### config.mk
export PLATFORM = sky130hd
export DESIGN_NAME = irq_hub
export DESIGN_NICKNAME = d
export VERILOG_FILES = /design/src/rtl/irq_hub.sv
export SDC_FILE = /design/constraint.sdc
export NUM_CORES = 1
export LEC_CHECK = 0
export CORE_UTILIZATION = 28
export CTS_CLUSTER_DIAMETER = 60
export DETAILED_ROUTE_END_ITERATION = 10
export GPL_TIMING_DRIVEN = 0
export PLACE_DENSITY = 0.54
export SLEW_MARGIN = 5
export SYNTH_ARGS = -nofsm -noshare
export SYNTH_HDL_FRONTEND = slang
export SYNTH_SLANG_ARGS = --single-unit
export TNS_END_PERCENT = 50
### constraint.sdc
create_clock -name clk -period 5.84 [get_ports clk]
set_input_delay 1.752 -clock clk [delete_from_list [all_inputs] [get_ports clk]]
set_output_delay 1.752 -clock clk [all_outputs]
set_load 0.005 [all_outputs]
### src/rtl/irq_hub.sv
module irq_hub #(
  parameter int NUM_LINES = 64,
  parameter int ADDR_W    = 12
) (
  input  logic                 clk,
  input  logic                 rst_n,
  input  logic [NUM_LINES-1:0] lines_in,
  input  logic                 wr_en,
  input  logic [ADDR_W-1:0]    addr,
  input  logic [31:0]          wdata,
  output logic [31:0]          rdata,
  output logic                 irq_norm,
  output logic                 irq_fast
);
  localparam int NB = NUM_LINES / 32;

  logic [NUM_LINES-1:0] s1, s2, s3;
  logic [NUM_LINES-1:0] sel_q, en_q, typ_q, pol_q, swi_q, latch_q;
  logic [1:0]           master_q;
  logic [NUM_LINES-1:0] edge_hit, clr_vec, pend, nrm_hit, fst_hit;
  logic [31:0]          pend_num;

  wire       in_win = (addr[ADDR_W-1:8] == '0) && (addr[1:0] == 2'b00);
  wire [3:0] fam    = addr[7:4];
  wire [1:0] bank   = addr[3:2];

  assign edge_hit = typ_q & (s2 ^ s3) & (s2 ^ pol_q);
  assign pend     = (typ_q & latch_q) | (~typ_q & (s2 ^ pol_q)) | swi_q;
  assign nrm_hit  = pend & en_q & ~sel_q;
  assign fst_hit  = pend & en_q & sel_q;
  assign irq_norm = master_q[0] & (|nrm_hit);
  assign irq_fast = master_q[1] & (|fst_hit);

  always_comb begin
    clr_vec = '0;
    if (wr_en && in_win && fam == 4'hB)
      for (int b = 0; b < NB; b++)
        if (int'(bank) == b) clr_vec[b*32 +: 32] = wdata;
  end

  always_comb begin
    pend_num = '1;
    for (int i = NUM_LINES - 1; i >= 0; i--)
      if (nrm_hit[i]) pend_num = 32'(i);
  end

  always_ff @(posedge clk or negedge rst_n) begin
    if (!rst_n) begin
      s1 <= '0; s2 <= '0; s3 <= '0;
      sel_q <= '0; en_q <= '0; typ_q <= '0; pol_q <= '0;
      swi_q <= '0; latch_q <= '0; master_q <= '0;
    end else begin
      s1 <= lines_in;
      s2 <= s1;
      s3 <= s2;
      latch_q <= ((latch_q & ~clr_vec) | edge_hit) & typ_q;
      if (wr_en && in_win) begin
        if (fam == 4'h6 && bank == 2'd1) master_q <= wdata[1:0];
        for (int b = 0; b < NB; b++) begin
          if (int'(bank) == b) begin
            case (fam)
              4'h0: sel_q[b*32 +: 32] <= wdata;
              4'h1: en_q[b*32 +: 32]  <= wdata;
              4'h2: en_q[b*32 +: 32]  <= en_q[b*32 +: 32] & ~wdata;
              4'h3: en_q[b*32 +: 32]  <= en_q[b*32 +: 32] | wdata;
              4'h4: typ_q[b*32 +: 32] <= wdata;
              4'h5: pol_q[b*32 +: 32] <= wdata;
              4'hC: swi_q[b*32 +: 32] <= wdata;
              default: ;
            endcase
          end
        end
      end
    end
  end

  always_comb begin
    rdata = '0;
    if (in_win) begin
      for (int b = 0; b < NB; b++) begin
        if (int'(bank) == b) begin
          case (fam)
            4'h0: rdata = sel_q[b*32 +: 32];
            4'h1: rdata = en_q[b*32 +: 32];
            4'h4: rdata = typ_q[b*32 +: 32];
            4'h5: rdata = pol_q[b*32 +: 32];
            4'hA: rdata = pend[b*32 +: 32];
            4'hC: rdata = swi_q[b*32 +: 32];
            default: ;
          endcase
        end
      end
      if (fam == 4'h6 && bank == 2'd1) rdata = {30'd0, master_q};
      if (fam == 4'hD && bank == 2'd0) rdata = pend_num;
    end
  end
endmodule

## Yosys cells after proc, flatten, opt, wreduce, memory -nomap -nowiden

Index checks and enable logic that the tools add are counted.

| cells by class | value |
|---|---|
| reduce and logical (&&, ||, !) cells | 24 |
| div/mod/pow operators | 0 |
| $mul | 0 |
| mux-type cells | 76 |
| magnitude comparators | 0 |
| bitwise operators | 24 |
| $add $sub $neg | 0 |
| shift-type cells | 0 |
| eq/ne operators | 12 |

Operators with widths:

| cell | count |
|---|---|
| $mux 32 | 71 |
| $and 64x64->64 | 9 |
| $pmux 32 s6 | 2 |
| $not 64->64 | 3 |
| $or 64x64->64 | 3 |
| $pmux 32 s3 | 2 |
| $reduce_or 64->1 | 2 |
| $xor 64x64->64 | 2 |
| $and 32x32->32 | 2 |
| $mux 64 | 1 |
| $or 32x32->32 | 2 |
| $not 32->32 | 1 |
| $reduce_and 3->1 | 10 |
| $eq 4x4->1 const B | 4 |
| $eq 4x3->1 const B | 3 |
| $eq 4x2->1 const B | 2 |
| $logic_not 4->1 | 2 |
| $logic_not 2->1 | 3 |
| $logic_and 1x1->1 | 5 |
| $eq 4x1->1 const B | 1 |
| $reduce_bool 3->1 | 1 |
| $and 1x1->1 | 2 |
| $eq 2x1->1 const B | 1 |
| $eq 2x2->1 const B | 1 |
| $reduce_and 2->1 | 1 |

| storage, ports and cells | value |
|---|---|
| bits of input ports | 111 |
| memory bits (read-only) | 0 |
| output and inout bits | 34 |
| memories | 0 |
| word-level logic and storage cells | 151 |
| bits in writable memories | 0 |
| bits in latches | 0 |
| flip-flop bits (word level) | 578 |

## Logic depth before layout (Yosys ltp)

| depth | value |
|---|---|
| word-level depth | 72 |
| mapped depth | 10 |
| depth with buffers taken out | 7 |

## Worst setup path before layout

OpenSTA, ideal clock, no wires.

| timing path | value |
|---|---|
| kind | input to output |
| from | input addr[7] |
| to | output rdata[10] |
| required time | 4.088 ns |
| cell stages on the path | 9 |
| buffers on the path | 4 |
| data arrival time | 3.845 ns |
| setup slack | 0.243 ns |
| cell sequence | buf_2 > clkbuf_1 > nor4_1 > clkbuf_1 > clkbuf_1 > a22oi_1 > o211ai_1 > nand2_1 > a311oi_1 |

| between the ends | value |
|---|---|
| cells in the longest elaborated chain, start to end | 8 |
| elaborated cells between the ends (all ways) | 17 |
| classes of those cells | eq/ne: 7; mux: 7; reduce/logical: 3 |

RTL lines:

| element | RTL line | source |
|---|---|---|
| from (decl) | 9 | `input logic [ADDR_W-1:0] addr,` |
| $eq 4x4->1, or another cell as far along | 82 | `case (fam)` |
| $pmux 32 s6 | 82 |  |
| $mux 32 | 81 | `if (int'(bank) == b) begin` |
| $pmux 32 s6 | 82 |  |
| $mux 32 | 81 |  |
| $mux 32 | 93 | `if (fam == 4'h6 && bank == 2'd1) rdata = {30'd0, master_q};` |
| $mux 32 (*) | 94 | `if (fam == 4'hD && bank == 2'd0) rdata = pend_num;` |
| $mux 32 (*) | 79 | `if (in_win) begin` |
| to (decl) | 11 | `output logic [31:0] rdata,` |

Every way passes the cells marked *; elsewhere a longest branch is shown, timed or not.

## Worst setup path after layout

| timing path | value |
|---|---|
| from | input addr[5] |
| to | output rdata[1] |

The elaborated chain is that of the path after synthesis.

==> insert_results.sql <==
INSERT INTO impl_metrics (metric_group, metric, value, unit) VALUES
('placed_design', 'detailed_place_hpwl', '84260', 'um'),
('logic_synthesis', 'post-synth-top-area-cell', 'dfrtp_1', ''),
('logic_synthesis', 'syn-num-nets', '2656', ''),
('logic_synthesis', 'synth_area_per_cell', '11.01', 'um2'),
('worst_setup_path', 'worst_path_dominant_cell_family', 'buffers and inverters', ''),
('logic_synthesis', 'synth.ff_latch_count', '578', ''),
('logic_synthesis', 'synth_warnings', '0', ''),
('power', 'leakagePower', '14.93', 'nW'),
('power', 'p_switching', '2.490', 'mW'),
('sta', 'final_period_minus_worst_setup_slack', '5865', 'ps'),
('clocking', 'clkSlewWorstSetupHoldPaths', '60', 'ps'),
('drt', 'route.detailed.wl_per_inst', '29.61', 'um'),
('power', 'comb_power_share', '6.2', '%'),
('drt', 'route.met3.wl', '13900', 'um'),
('drt', 'final_antenna_net_count', '0', ''),
('floorplanning', 'rows', '115', ''),
('final_layout', 'final_layout_size_suffix_gt1_share', '20.96', '%'),
('floorplanning', 'floorplan.io_pins', '145', ''),
('power', 'max-vdd-ir-drop', '172.4', 'uV'),
('min_path', 'hold_start', 's1[48]', ''),
('sta', 'fin_hold_viols', '0', ''),
('drt', 'post-route-drc-count', '0', ''),
('worst_setup_path', 'cpMostUsedCell', 'buf_6', ''),
('floorplanning', 'core_region_area', '0.09871', 'mm2'),
('clocking', 'cts-root-to-sink-buffers', '3', ''),
('clocking', 'cts-hold-fix-buffers', '0', ''),
('worst_setup_path', 'worst_setup_path_end_kind', 'output port', ''),
('power', 'cellInternalPower', '7.260', 'mW'),
('sta', 'max-slew-margin-rel', '2.535', '%'),
('clocking', 'clk_root_buffer_cell', 'clkbuf_16', ''),
('drt', 'first_iter_violations', '3269', ''),
('drt', 'route.met2.wl', '51680', 'um'),
('logic_synthesis', 'yosys.cell_types.count', '80', ''),
('logic_synthesis', 'synth.top_cells.by_area', 'dfrtp_1 52%, mux2_2 10%, o21ai_0 2.9%', ''),
('clocking', 'cts_inserted_buffers', '81', ''),
('logic_synthesis', 'post_synth_inst_count', '2545', ''),
('floorplanning', 'initial_core_util', '28.38', '%'),
('global_routing', 'gr-total-overflow', '0', ''),
('sta', 'timing.clock.skew', '21.43', 'ps'),
('outcome', 'failed_checks', 'negative setup slack', ''),
('outcome', 'outcome', 'complete, but fails checks', ''),
('worst_setup_path', 'timing.critical_path.cells', 'buf_6, clkbuf_8, nor4b_4, buf_6, buf_8, clkbuf_16, a22oi_1, a311oi_2, a211oi_2, a211oi_4, buf_2', ''),
('global_routing', 'number_of_antenna_violations_at_the_first_check_in_global_routing', '10', ''),
('drt', 'top_signal_layer_used', 'met5', ''),
('floorplanning', 'die-height', '318.3', 'um'),
('logic_synthesis', 'synth_area', '0.02801', 'mm2'),
('floorplanning', 'die_width', '318.3', 'um'),
('drt', 'drt_pre_antenna_iters', '6', ''),
('worst_setup_path', 'critPathMaxStageDelay', '390', 'ps'),
('worst_setup_path', 'critPathArrivalTime', '4110', 'ps'),
('sta', 'post-route-worst-setup-slack', '-25.31', 'ps'),
('worst_setup_path', 'critical_path.slowest_cell', 'a211oi_4', ''),
('global_routing', 'gr-usage-all-layers', '23.98', '%'),
('logic_synthesis', 'yosys.area.top_type_share', '51.63', '%'),
('sta', 'min_period_over_period', '100.4', '%'),
('logic_synthesis', 'postSynth.topFlopCell', 'dfrtp_1', ''),
('power', 'cellPowerDensity', '275.3', 'mW/mm2'),
('sta', 'setup_viol', '1', ''),
('power', 'pwr-share-clk', '51.2', '%'),
('worst_setup_path', 'critPathRequiredTime', '4090', 'ps'),
('logic_synthesis', 'ys_async_sr_fraction', '100.0', '%'),
('min_path', 'hold_end', 's2[48]', ''),
('global_routing', 'grt_pass1_wl', '174300', 'um'),
('sta', 'timing.final.max_slew_violations', '0', ''),
('worst_setup_path', 'crit_path_max_fanout', '7', ''),
('min_path', 'worst_hold_path_type', 'reg2reg', ''),
('worst_setup_path', 'reg2reg_setup_slack', '4710', 'ps'),
('min_path', 'holdPathStages', '0', ''),
('worst_setup_path', 'worstReg2RegStart', 's2[3]', ''),
('worst_setup_path', 'rr_worst_depth', '2', ''),
('logic_synthesis', 'synth_enable_flop_cells', '0', '');
## worst max-delay path by stage
| stage | startpoint | end | depth (start not counted) |
|---|---|---|---|
| 2_1_floorplan | addr[7] | rdata[10] | 9 |
| 3_3_place_gp | rst_n | s2[53] | 1 |
| 3_5_place_dp | addr[4] | rdata[0] | 11 |
| 4_1_cts | pol_q[45] | irq_fast | 8 |
| 5_1_grt | addr[5] | rdata[0] | 11 |
| 6_report | addr[5] | rdata[1] | 11 |
## state kept, by name, indices dropped and copies added (netlist names)
register and count:
pol_q 64, s1 64, s2 64, sel_q 64, latch_q 64, swi_q 64
en_q 64, master_q 2, typ_q 64, s3 64
## power groups by stage
stage / clock network (mW) / logic [mW] / registers, mW
2_1_floorplan: 0 / 0.193 / 4.20
3_5_place_dp: 0 / 0.526 / 4.23
4_1_cts: 5.10 / 0.583 / 4.16
5_1_grt: 5.26 / 0.634 / 4.17
6_report: 4.99 / 0.604 / 4.16
3_3_place_gp: 0 / 0.508 / 4.24
## Yosys cell counts (8+ instances only)
cell	n
o211a_1	12
nor3_1	13
a2111oi_0	9
a22o_1	69
xnor2_1	30
a21oi_1	64
o311ai_0	9
o2bb2ai_1	9
nor3b_1	89
nand3b_1	8
nor3_2	12
nand4b_1	8
inv_1	44
mux2i_1	14
mux2_2	248
nand2_1	201
clkbuf_1	132
nor2_1	136
o31a_1	63
dfrtp_1	578
or3b_2	15
o21ai_0	160
a221oi_1	32
a22oi_1	101
nand4_1	22
a211oi_1	14
o2111ai_1	15
nand3_1	55
a222oi_1	12
a31oi_1	19
nor4_1	8
a21boi_0	61
and3_1	8
nor2b_1	28
nand2b_1	36
o211ai_1	52
o22ai_1	12
xor2_1	34
## per-layer routing
metal | GRT usage [%] | vias up
met2 | 34.57 | 1454
met3 | 7.097 | 334
met4 | 13.43 | 6
li1 | - | 10170
met1 | 31.92 | 12230
met5 | 0 | -
## kinds of logic after synthesis
family | share of synthesized area (%)
AOI/OAI and AO/OA | 20.14
and+or+nand+nor | 13.19
DFF | 51.63
muxes | 10.47
buffers and inverters | 2.564
xor gates and xnor gates | 2.001
## per-stage QoR
stage	util [%]	cell area (um2)	setup slack, ps	power (mW)	hold slack, ps
global route	35.87	35410	-43.68	10.07	339.5
CTS	35.60	35140	-111.2	9.842	336.4
finish	35.88	35410	-25.31	9.750	333.1
detailed placement	31.67	31260	-3256	4.755	334.7
floorplan	-	28010	243.2	4.395	331.2
global placement	31.44	31030	-24620	4.749	334.6
## what timing repair did
item | CTS | global route
pin swaps | 40 | 29
resized for setup | 292 | 49
setup buffers | 28 | 14
gates cloned | 2 | 1
setup endpoints to repair | 33 | 26
## cells in the final DEF (no fill, tap or decap), types with 19 or more instances in the layout
| cell | netlist | layout |
|---|---|---|
| xor2_1 | 34 | 34 |
| xnor2_1 | 30 | 29 |
| buf_4 | 0 | 34 |
| dfrtp_1 | 578 | 577 |
| mux2_2 | 248 | 248 |
| nand2_1 | 201 | 195 |
| clkdlybuf4s50_1 | 0 | 104 |
| inv_1 | 44 | 44 |
| o31a_1 | 63 | 63 |
| dlygate4sd2_1 | 0 | 19 |
| clkbuf_8 | 0 | 26 |
| a221oi_1 | 32 | 31 |
| a21boi_0 | 61 | 61 |
| nor2_1 | 136 | 131 |
| nand2b_1 | 36 | 35 |
| a22o_1 | 69 | 69 |
| clkbuf_16 | 0 | 101 |
| nor2b_1 | 28 | 27 |
| nand4_1 | 22 | 22 |
| o21ai_0 | 160 | 157 |
| a22oi_1 | 101 | 100 |
| a21oi_1 | 64 | 59 |
| clkbuf_1 | 132 | 101 |
| o211ai_1 | 52 | 52 |
| nand3_1 | 55 | 53 |
| nor3b_1 | 89 | 89 |
## area by class of cell
| class | count | area [um2] | share of cell area [%] |
|---|---|---|---|
| inverter | 45 | 173.9 | 0.4911 |
| clock inverter | 33 | 330.3 | 0.9328 |
| multi-input combinational | 1781 | 13260 | 37.45 |
| buffer | 138 | 1170 | 3.304 |
| timing repair buffer | 195 | 2028 | 5.728 |
| antenna | 2 | 5.005 | 0.01413 |
| sequential | 578 | 14470 | 40.85 |
| tap | 1287 | 1610 | 4.547 |
| clock buffer | 117 | 2367 | 6.685 |
(Power assumes the default switching activity.)
